$ cat config.mk
export PLATFORM = sky130hd
export DESIGN_NAME = secure_rtc_core
export DESIGN_NICKNAME = d
export VERILOG_FILES = /design/src/rtl/secure_rtc_core.sv
export SDC_FILE = /design/constraint.sdc
export NUM_CORES = 1
export LEC_CHECK = 0
export ABC_AREA = 1
export CAP_MARGIN = 15
export CORE_AREA = 2 2 107 109
export DETAILED_ROUTE_END_ITERATION = 7
export DIE_AREA = 0 0 109 111
export GPL_TIMING_DRIVEN = 0
export PLACE_DENSITY = 0.89
export SLEW_MARGIN = 20
export SYNTH_ARGS = -nofsm -noshare
export SYNTH_HDL_FRONTEND = slang
export SYNTH_SLANG_ARGS = --single-unit
$ cat constraint.sdc
create_clock -name clk -period 5.45 [get_ports clk]
set_input_delay 1.09 -clock clk [delete_from_list [all_inputs] [get_ports clk]]
set_output_delay 1.09 -clock clk [all_outputs]
set_load 0.01 [all_outputs]
$ cat src/rtl/secure_rtc_core.sv
module secure_rtc_core #(
  parameter int SEC_W  = 32,
  parameter int FRAC_W = 15,
  parameter int ADDR_W = 3,
  parameter int DATA_W = 32
) (
  input  logic              clk,
  input  logic              rst,
  input  logic              fail_i,
  input  logic              lock_soft_i,
  input  logic              lock_hard_i,
  input  logic              wr_en_i,
  input  logic [ADDR_W-1:0] wr_addr_i,
  input  logic [DATA_W-1:0] wr_data_i,
  input  logic [ADDR_W-1:0] rd_addr_i,
  output logic [DATA_W-1:0] rd_data_o,
  output logic              alarm_irq_o
);
  localparam logic [ADDR_W-1:0] A_SEC = 0, A_FRAC = 1, A_ASEC = 2, A_AFRAC = 3,
                                A_CTRL = 4, A_STAT = 5, A_IE = 6;
  localparam int B_EN = 3, B_SOFT = 17, B_HARD = 18;
  localparam int B_AF = 4, B_OVF = 2, B_NV = 1, B_FAIL = 0;

  logic [SEC_W-1:0]  sec_q, alarm_q;
  logic [FRAC_W-1:0] frac_q;
  logic en_q, nv_q, ovf_q, af_q, ie_q, armed_q;

  wire wr_sec  = wr_en_i && (wr_addr_i == A_SEC);
  wire wr_frac = wr_en_i && (wr_addr_i == A_FRAC);
  wire wr_asec = wr_en_i && (wr_addr_i == A_ASEC);
  wire wr_ctrl = wr_en_i && (wr_addr_i == A_CTRL);
  wire wr_stat = wr_en_i && (wr_addr_i == A_STAT);
  wire wr_ie   = wr_en_i && (wr_addr_i == A_IE);

  wire locked   = !en_q && (lock_soft_i || lock_hard_i);
  wire run      = en_q && armed_q && !ovf_q && !nv_q && !fail_i;
  wire frac_top = &frac_q;
  wire at_top   = frac_top && (&sec_q);
  wire tick     = run && frac_top && !at_top;
  wire [SEC_W-1:0] sec_inc = sec_q + 1'b1;
  wire hit      = tick && (sec_inc == alarm_q) && !(&alarm_q);

  always_ff @(posedge clk) begin
    if (rst) begin
      sec_q   <= '0;
      frac_q  <= '0;
      alarm_q <= '1;
      en_q    <= 1'b0;
      nv_q    <= 1'b1;
      ovf_q   <= 1'b0;
      af_q    <= 1'b0;
      ie_q    <= 1'b0;
      armed_q <= 1'b0;
    end else begin
      if (wr_stat) begin
        if (wr_data_i[B_AF])  af_q  <= 1'b0;
        if (wr_data_i[B_OVF]) ovf_q <= 1'b0;
        if (wr_data_i[B_NV])  nv_q  <= 1'b0;
      end
      if (run) begin
        if (at_top) ovf_q <= 1'b1;
        else if (frac_top) begin
          frac_q <= '0;
          sec_q  <= sec_inc;
        end else frac_q <= frac_q + 1'b1;
      end
      if (hit) af_q <= 1'b1;
      if (wr_frac && !locked) frac_q <= wr_data_i[FRAC_W-1:0];
      if (wr_sec && !locked) begin
        sec_q   <= wr_data_i[SEC_W-1:0];
        armed_q <= 1'b1;
      end
      if (wr_ctrl && !locked) en_q <= wr_data_i[B_EN];
      if (wr_asec) alarm_q <= wr_data_i[SEC_W-1:0];
      if (wr_ie)   ie_q    <= wr_data_i[B_AF];
    end
  end

  assign alarm_irq_o = af_q && ie_q;

  always_comb begin
    rd_data_o = '0;
    case (rd_addr_i)
      A_SEC:   rd_data_o[SEC_W-1:0]  = sec_q;
      A_FRAC:  rd_data_o[FRAC_W-1:0] = frac_q;
      A_ASEC:  rd_data_o[SEC_W-1:0]  = alarm_q;
      A_AFRAC: rd_data_o = '0;
      A_CTRL: begin
        rd_data_o[B_EN]   = en_q;
        rd_data_o[B_SOFT] = lock_soft_i;
        rd_data_o[B_HARD] = lock_hard_i;
      end
      A_STAT: begin
        rd_data_o[B_AF]   = af_q;
        rd_data_o[B_OVF]  = ovf_q;
        rd_data_o[B_NV]   = nv_q;
        rd_data_o[B_FAIL] = fail_i;
      end
      A_IE:    rd_data_o[B_AF] = ie_q;
      default: rd_data_o = '0;
    endcase
  end

  p_hold_when_stopped_r4: assert property (@(posedge clk) disable iff (rst)
    (!(en_q && armed_q) || ovf_q || nv_q || fail_i) && !wr_sec && !wr_frac
    |=> $stable(sec_q) && $stable(frac_q));

  p_overflow_saturates_r5: assert property (@(posedge clk) disable iff (rst)
    $rose(ovf_q) |-> (&sec_q) && (&frac_q));

  p_alarm_on_match_r3: assert property (@(posedge clk) disable iff (rst)
    $rose(af_q) |-> (sec_q == $past(alarm_q)) || $past(wr_sec));

  p_no_alarm_value_r7: assert property (@(posedge clk) disable iff (rst)
    (&alarm_q) && !af_q |=> !af_q);

  p_locked_sec_write_r6: assert property (@(posedge clk) disable iff (rst)
    locked && wr_sec |=> $stable(sec_q));

  p_nv_clear_r8: assert property (@(posedge clk) disable iff (rst)
    wr_stat && wr_data_i[B_NV] |=> !nv_q);
endmodule

==> run metrics <==
status completed; total CTS buffers 9; drt pass-1 iters 6; hold depth 2; layout cells sized above 1 4.876%; R2R cell count 15; Die Area 12100 µm²; via/cell ratio 5.904; DRT antenna net count 0; Max Freq 197.0 MHz; Longest Clk Path Bufs 2; most frequent cell after synthesis nand2_1; H-Tree Depth 3; worst reg2reg path startpoint sec_q[0]$_SDFFE_PP0P_; TritonCTS clock tree built; ys flop type dfxtp_1; Final Skew 0.01219 ns; min Tclk post-route 5.076 ns; Switching Share 26.17%; DIE WIDTH 109 µm; final WL 21280 µm; WP data required 4.36 ns; top post-synthesis cells by area dfxtp_1, nand2_1, inv_1; DRT iter0 DRCs 732; Post-synth EDFFs 0; largest net degree at the start of global routing 15; crit path launch rd_addr_i[2]; power density over the cells 211.3 nW/µm²; clk sinks 85; max cap viols 0; P_sw 392.5 µW; Avg Cell Area, Syn 6.122 µm²; gr usage total 36.03%; CP endpoint rd_data_o[17]; hold_ws 0.4625 ns; # rows 39; critical hold path startpoint armed_q$_SDFFE_PP0P_; # DRC 0; Clock power frac 45.3%; top cells by count, synth nand2_1, inv_1, nor2_1; n_diodes 0; routed length per instance 17.90 µm; RSZ-0062 raised after global routing false; Area growth, synth to finish 21.57%; Clock transition at path regs 0.06 ns; Max IR drop VDD 139.2 µV; core area 11080 µm²; Synth async-reset ratio 0%; Mapped Cells 954; Sequential Power Share 43.0%; Synth top area share 29.13%; gpl congestion 1.053; Critical Path Source Type primary input; final net count 1087; Clock Latency Late Sink 0.36 ns; area of the mapped netlist 5841 µm²; final hold viol count 0; port bufs 76; Yosys cell types 42; initial antenna violation count 0; vias in the first global route 6462; Util after Layout 64.10%; # setup viols final 0; vias post-DR 7020; Die H 111 µm; r2r setup slk 2.91 ns; Seq/Total Area, Yosys 29.13%; worst reg2reg endpoint af_q$_SDFFE_PP0P_; CP max FO 10; Synth Register Bits 85; Logic pwr share 11.7%; Worst Tran Pin Value 0.7487 ns; synth warn 0; setup_tns 0 ns; postcts setup bufs 0; gr ovfl total 0; internal power 1108 µW; Final HPWL DP 16250 µm; worst path arrival time 3.99 ns; critical path class in2out; first-pass GRT wire length 32980 µm; leakage 0.002905 µW; post-synth net total 1000; hold_buf cts 0; clock root buffer clkbuf_16; Starting Density 52.73%; Hold Path Class reg2reg; max_slew headroom 50.09%; Final period util 93.14%; top cell type by total area after synthesis dfxtp_1; crit end category output port; Top Ports 77; Slew Viols, Final 0
[what timing repair did]
| action | 4_1_cts | 5_1_grt |
|---|---|---|
| endpoints found under the setup margin | 0 | 11 |
| endpoints found under the hold margin | 0 | 0 |
| resized for setup | 0 | 1 |
[area by class of cell]
class	instances	area, µm²
fillers	1056	3976
multi-input cells	724	3568
flip-flops and latches	85	1702
repair buffers	76	760.7
inverters	112	421.7
clock buffers	9	225.2
well taps	143	178.9
plain buffers	33	153.9
clock inverters	7	90.09
[layer usage]
layer	routed length, µm	vias up	track usage (%)
li1	-	3371	-
met1	8685	3154	48.08
met2	9399	425	54.20
met3	2112	70	5.467
met4	1081	0	21.71
met5	0	-	0
[placed cells by master (no fill, tap or decap), types with 4 or more instances in the layout]
cell type	count
o22ai_1	18
inv_1	106
nand4_1	9
o221ai_1	14
clkbuf_1	22
clkdlybuf4s50_1	76
a32oi_1	17
nor2_1	105
nand2_1	326
clkinv_2	4
clkbuf_16	9
a21oi_1	37
nor3_1	9
nor2_2	4
o21ai_0	24
o211ai_1	32
a221oi_1	7
nand3_1	70
xor2_1	9
a31oi_1	9
dfxtp_1	85
buf_2	6
nand2_2	5
[worst max-delay path: stages]
cell and delay [ns]:
clkdlybuf4s50_1 0.54, nor3_2 0.54, clkinv_1 0.46, clkbuf_1 0.43, o221ai_1 0.34, clkdlybuf4s50_1 0.59
[logic make-up after synthesis]
family	synth area share [%]
compound gates	19.69
xor+xnor	2.035
fa+ha+maj	0.4284
buf+inv	9.854
flops	29.13
simple gates	38.86
[metrics by stage]
stage	instance area [µm²]	setup slack, ns	cells	power [µW]
6_report	7101	0.3740	1189	1500
4_1_cts	7096	0.08765	1189	1492
3_3_place_gp	6780	0.1178	1173	826.5
2_1_floorplan	5841	1.998	954	732.7
5_1_grt	7101	0.2627	1189	1536
3_5_place_dp	6780	0.1010	1173	828.1
[how the worst min path moves through the flow]
stage	end	slack [ns]
5_1_grt	armed_q$_SDFFE_PP0P_	0.50
2_1_floorplan	armed_q$_SDFFE_PP0P_	0.44
3_3_place_gp	armed_q$_SDFFE_PP0P_	0.45
3_5_place_dp	armed_q$_SDFFE_PP0P_	0.45
4_1_cts	armed_q$_SDFFE_PP0P_	0.46
6_report	armed_q$_SDFFE_PP0P_	0.46
[sequential cells by signal, summed over array words and instances, names as in the netlist]
name     cells
alarm_q     32
sec_q       32
frac_q      15
af_q         1
armed_q      1
en_q         1
ie_q         1
nv_q         1
ovf_q        1
[power groups by stage]
stage / logic (µW) / registers [µW] / clock network (µW)
floorplan: 78.4 / 654 / 0
global placement: 168 / 658 / 0
detailed placement: 170 / 658 / 0
CTS: 171 / 644 / 677
global route: 188 / 646 / 702
finish: 175 / 645 / 680
(Power assumes the default switching activity.)
